**src/rtl/sft_pkg.sv**
```systemverilog
package sft_pkg;

    localparam int NUM_TBL = 2;

    typedef enum logic {
        TBL_EVEN = 1'b0,
        TBL_ODD  = 1'b1
    } tbl_id_e;

    typedef struct packed {
        logic lock;
        logic win;
        logic valid;
    } tbl_state_t;

    function automatic logic parity_match(input tbl_id_e id, input logic odd_cycle);
        return (id == TBL_ODD) ? odd_cycle : ~odd_cycle;
    endfunction

endpackage

```
**src/rtl/sft_lock_cell.sv**
```systemverilog
module sft_lock_cell (
    input  logic clk,
    input  logic rst,
    input  logic trig,
    input  logic win_q,
    output logic lock_q,
    output logic lock_nxt
);

    always_comb begin
        lock_nxt = lock_q;
        if (trig) begin
            if (lock_q)
                lock_nxt = 1'b0;
            else if (!win_q)
                lock_nxt = 1'b1;
        end
    end

    always_ff @(posedge clk) begin
        if (rst)
            lock_q <= 1'b0;
        else
            lock_q <= lock_nxt;
    end

    // a free trigger outside the window grants
    a_r2_grant: assert property (@(posedge clk) disable iff (rst)
        (trig && !lock_q && !win_q) |=> lock_q);

    // a trigger inside the window is refused
    a_r3_refuse: assert property (@(posedge clk) disable iff (rst)
        (trig && !lock_q && win_q) |=> !lock_q);

    // a trigger on a held lock releases it
    a_r4_release: assert property (@(posedge clk) disable iff (rst)
        (trig && lock_q) |=> !lock_q);

endmodule

```
**src/rtl/sft_window_cell.sv**
```systemverilog
module sft_window_cell
    import sft_pkg::*;
#(
    parameter tbl_id_e TBL = TBL_EVEN
) (
    input  logic clk,
    input  logic rst,
    input  logic seg_end,
    input  logic cyc_odd,
    input  logic nit_fall,
    input  logic lock_nxt,
    output logic win_q,
    output logic win_done
);

    logic open_req;

    always_comb begin
        open_req = seg_end && parity_match(TBL, cyc_odd) && !lock_nxt && !win_q;
        win_done = win_q && nit_fall;
    end

    always_ff @(posedge clk) begin
        if (rst)
            win_q <= 1'b0;
        else if (open_req)
            win_q <= 1'b1;
        else if (win_done)
            win_q <= 1'b0;
    end

    // a window never opens without a matching segment-end pulse
    a_r5_open_cause: assert property (@(posedge clk) disable iff (rst)
        (!win_q && !(seg_end && parity_match(TBL, cyc_odd))) |=> !win_q);

endmodule

```
**src/rtl/sft_valid_cell.sv**
```systemverilog
module sft_valid_cell (
    input  logic clk,
    input  logic rst,
    input  logic win_done,
    input  logic gen_en,
    input  logic cnt_upd,
    output logic valid_q
);

    always_ff @(posedge clk) begin
        if (rst)
            valid_q <= 1'b0;
        else if (cnt_upd && !gen_en)
            valid_q <= 1'b0;
        else if (win_done && gen_en)
            valid_q <= 1'b1;
    end

    // counter update with generation off invalidates
    a_r6_invalidate: assert property (@(posedge clk) disable iff (rst)
        (cnt_upd && !gen_en) |=> !valid_q);

    // a completion with generation off does not validate
    a_r8_no_set: assert property (@(posedge clk) disable iff (rst)
        (!valid_q && !gen_en) |=> !valid_q);

endmodule

```
**src/rtl/sft_lock_arbiter.sv**
```systemverilog
module sft_lock_arbiter
    import sft_pkg::*;
(
    input  logic       clk,
    input  logic       rst,
    input  logic [1:0] lock_trig,
    input  logic       cyc_odd,
    input  logic       seg_end,
    input  logic       nit_active,
    input  logic       gen_en,
    input  logic       cnt_upd,
    output logic [1:0] lock_stat,
    output logic [1:0] tbl_valid,
    output logic [1:0] wr_win
);

    logic       nit_d;
    logic       nit_fall;
    tbl_state_t st [NUM_TBL];

    always_ff @(posedge clk) begin
        if (rst)
            nit_d <= 1'b0;
        else
            nit_d <= nit_active;
    end

    assign nit_fall = nit_d && !nit_active;

    for (genvar i = 0; i < NUM_TBL; i++) begin : g_tbl
        logic lock_nxt;
        logic win_done;

        sft_lock_cell u_lock (
            .clk      (clk),
            .rst      (rst),
            .trig     (lock_trig[i]),
            .win_q    (st[i].win),
            .lock_q   (st[i].lock),
            .lock_nxt (lock_nxt)
        );

        sft_window_cell #(
            .TBL (tbl_id_e'(i))
        ) u_win (
            .clk      (clk),
            .rst      (rst),
            .seg_end  (seg_end),
            .cyc_odd  (cyc_odd),
            .nit_fall (nit_fall),
            .lock_nxt (lock_nxt),
            .win_q    (st[i].win),
            .win_done (win_done)
        );

        sft_valid_cell u_valid (
            .clk      (clk),
            .rst      (rst),
            .win_done (win_done),
            .gen_en   (gen_en),
            .cnt_upd  (cnt_upd),
            .valid_q  (st[i].valid)
        );

        assign lock_stat[i] = st[i].lock;
        assign wr_win[i]    = st[i].win;
        assign tbl_valid[i] = st[i].valid;

        // lock and write window of one table never overlap
        a_r7_exclusive: assert property (@(posedge clk) disable iff (rst)
            !(lock_stat[i] && wr_win[i]));
    end

    // reset clears every output
    a_r1_reset: assert property (@(posedge clk)
        rst |=> (lock_stat == 2'b00 && tbl_valid == 2'b00 && wr_win == 2'b00));

endmodule

```
**config.mk**
```make
export PLATFORM = sky130hd
export DESIGN_NAME = sft_lock_arbiter
export DESIGN_NICKNAME = d
export VERILOG_FILES = /design/src/rtl/sft_pkg.sv /design/src/rtl/sft_lock_cell.sv /design/src/rtl/sft_window_cell.sv /design/src/rtl/sft_valid_cell.sv /design/src/rtl/sft_lock_arbiter.sv
export SDC_FILE = /design/constraint.sdc
export NUM_CORES = 1
export LEC_CHECK = 0
export BUFFER_PORTS_ARGS = -buffer_cell sky130_fd_sc_hd__buf_4
export CELL_PAD_IN_SITES_DETAIL_PLACEMENT = 1
export CELL_PAD_IN_SITES_GLOBAL_PLACEMENT = 2
export CORE_UTILIZATION = 24
export DETAILED_ROUTE_END_ITERATION = 10
export GPL_TIMING_DRIVEN = 0
export PLACE_DENSITY_LB_ADDON = 0.15
export SYNTH_ARGS = -nofsm -noshare
export SYNTH_HDL_FRONTEND = slang
export SYNTH_HIERARCHICAL = 1
export SYNTH_SLANG_ARGS = --single-unit
```
**constraint.sdc**
```tcl
create_clock -name clk -period 3.2 [get_ports clk]
set_input_delay 0.64 -clock clk [delete_from_list [all_inputs] [get_ports clk]]
set_output_delay 0.64 -clock clk [all_outputs]
set_load 0.02 [all_outputs]
```
==> flow_summary.yaml <==
clocking:
  numCtsBuffers: 3
  cts_tree: "built"
  clockRootBuffer: "clkbuf_4"
  holdBufCountCts: 0
  clock-sinks: 7
  clk_latency_ns: 0.25
  cts_setup_buffers: 0
  clock_path_buffers: 2
  htreeDepth: 1
  cts-resized-gates: 0
  clkSlewWorstSetupHoldPaths_ns: 0.06
worst_setup_path:
  critPathTopFamily: "flip-flops"
  cpMaxStageDelayCell: "dfxtp_1"
  r2r_cells: 4
  cp-end-kind: "output pin"
  slowest_delay_ns: 0.38
  critPathRequiredTime_ns: 2.56
  path_class: "reg -> out"
  cp_max_fo: 5
  crit_arrival_ns: 0.80
  cp.buffers_inverters: 1
  crit_path_cell_trace: "buf_4"
  r2r_start: "g_tbl[0].u_win/win_q$_SDFFE_PP0P_"
  r2r_end: "g_tbl[0].u_win/win_q$_SDFFE_PP0P_"
  cp-start-kind: "flip-flop"
  r2r_slack_ns: 1.97
die:
  die_x_um: 38.39
  placementRows: 12
  fp.dieH_um: 38.39
  start_util_pct: 27.14
  fp.dieArea_mm2: 0.001474
  io_pins: 15
  fp.coreArea_mm2: 0.001171
yosys:
  synth_async_sr_flop_share_pct: 0
  netlist_instances: 33
  synth_top_area_share_pct: 44.09
  yosysMostFrequentCell: "dfxtp_1"
  ys_ff_latch: 7
  yosysTopAreaCell: "dfxtp_1"
  synth_edf_count: 0
  dominantRegCellSynth: "dfxtp_1"
  ys_top_cells_by_area: "dfxtp_1 44%, or2b_1 7.1%, nand2b_1 5.9%, nor2b_1 5.9%, a21oi_2 5.5%"
  ys_warn_count: 6
  syn-num-nets: 42
  avgSynthCellArea_um2: 9.630
  synth_commonest_cells: "7 x dfxtp_1, 4 x nand2_1, 3 x nand2b_1, 3 x nor2b_1, 3 x or2b_1"
  synth_seq_area_share_pct: 44.09
  syn_area_um2: 317.8
  synth_cell_types: 13
route:
  post-route-drc-count: 0
  first_pass_iters: 4
  vias: 296
  viasPerCell: 4.554
  routed_wl_um: 679
  drtAntennaViolNets: 0
  wl_per_cell_um: 10.45
  first_iter_violations: 3
grt:
  grt_pass1_wl_um: 1186
  grt_max_degree: 10
  antenna_found_initial: 0
  grt_pass1_vias: 297
  grt.total_usage_pct: 12.21
  gr-total-overflow: 0
placed_design:
  port-buffer-count: 14
  dp_slack_ns: 1.549
  hpwlAfterDp_um: 527.7
  placed_area_um2: 440.4
  dp_cells: 61
  globalplace.congestion: 0.6733
sta:
  tightest_slew_ns: 0.2135
  finalHoldViolations: 0
  max_freq_mhz: 695.1
  final-setup-viol-count: 0
  finalCritPeriodShare_pct: 44.96
  relSlewSlack_pct: 85.74
  postLayoutSetupSlackWorst_ns: 1.761
  grt_setup_unrepaired: "false"
  finClkSkew_ns: 0.002936
  drv_slew: 0
  setup-tns-final_ns: 0
  period_needed_ns: 1.439
outcome:
  status: "finished, final reports clean"
min_path:
  hold_start: "g_tbl[0].u_valid/valid_q$_SDFFE_PP0P_"
  holdPathEnd: "g_tbl[0].u_valid/valid_q$_SDFFE_PP0P_"
  hold-path-cell-count: 2
  holdCritPathClass: "reg -> reg"
cells_and_area:
  areaGrowthSynthToFinish_pct: 46.85
  layout-drive-gt1-share_pct: 43.14
  fin_util_pct: 39.85
  finish.instance_area_um2: 466.7
  nets: 61
  fin_cells: 65
  fillCellCount: 141
  antenna_cells: 0
  multi_input_area_um2: 177.7
  ff_latch_area_um2: 140.1
power:
  p_per_area_mw_per_mm2: 456.8
  peakVddDrop_mv: 0.2001
  p_leak_nw: 0.2013
run:
  drv_cap: 0
[power by group]
part	total (W)	switching, W	leakage [nW]	internal, W
clock	0.0000814	0.0000337	0.0150	0.0000477
combinational	0.0000364	0.0000164	0.129	0.0000200
sequential	0.0000954	0.00000343	0.0574	0.0000920
total	0.000213	0.0000535	0.201	0.000160
[cell type report]
class,count,area share [%]
multi-input combinational,26,38.07
sequential,7,30.03
timing repair buffer,14,22.52
clock buffer,4,5.630
tap,14,3.753
[metal layers]
metal | vias to the layer above | global-route usage (%) | wire [um]
met5 | - | 0 | 0
met4 | 0 | 10.34 | 0
met3 | 0 | 3.488 | 34
met2 | 9 | 18.64 | 340
met1 | 136 | 13.78 | 303
li1 | 151 | - | -
[how the worst max path moves through the flow]
stage                                           start                                end  slack (ns)  cells after the start
floorplan                                lock_trig[0]  g_tbl[0].u_win/win_q$_SDFFE_PP0P_        1.72                      4
global placement                         lock_trig[0]  g_tbl[0].u_win/win_q$_SDFFE_PP0P_        1.57                      5
detailed placement                       lock_trig[0]  g_tbl[0].u_win/win_q$_SDFFE_PP0P_        1.55                      5
CTS                 g_tbl[1].u_win/win_q$_SDFFE_PP0P_                          wr_win[1]        1.75                      1
global route        g_tbl[1].u_win/win_q$_SDFFE_PP0P_                          wr_win[1]        1.68                      1
finish              g_tbl[1].u_win/win_q$_SDFFE_PP0P_                          wr_win[1]        1.76                      1
[metrics by stage]
stage / total power (W) / hold slack, ns
floorplan: 0.0001149 / 0.5461
global placement: 0.0001325 / 0.4576
detailed placement: 0.0001341 / 0.4680
CTS: 0.0002191 / 0.4766
global route: 0.0002293 / 0.5045
finish: 0.0002132 / 0.4689
[registers in the layout (all words and copies together), names as in the netlist]
signal                 flops
g_tbl.u_lock/lock_q        2
g_tbl.u_valid/valid_q      2
nit_d                      1
g_tbl.u_win/win_q          2
[cell families after synthesis]
logic type / share of synthesized area (%)
DFF: 44.09
AOI/OAI and AO/OA: 12.60
and+or+nand+nor: 43.31
[cell usage in the layout, fill, tap and decap left out]
cell       count
a21oi_1        2
nand2_1        4
or2b_1         3
a21oi_2        2
or3b_1         2
nand4bb_1      1
clkbuf_1       1
buf_4         14
nand2b_1       3
clkbuf_4       3
o22ai_1        2
nor2b_2        1
nor2b_1        3
or4b_1         1
dfxtp_1        7
and2_2         2
Power figures use the tool's default switching activity.
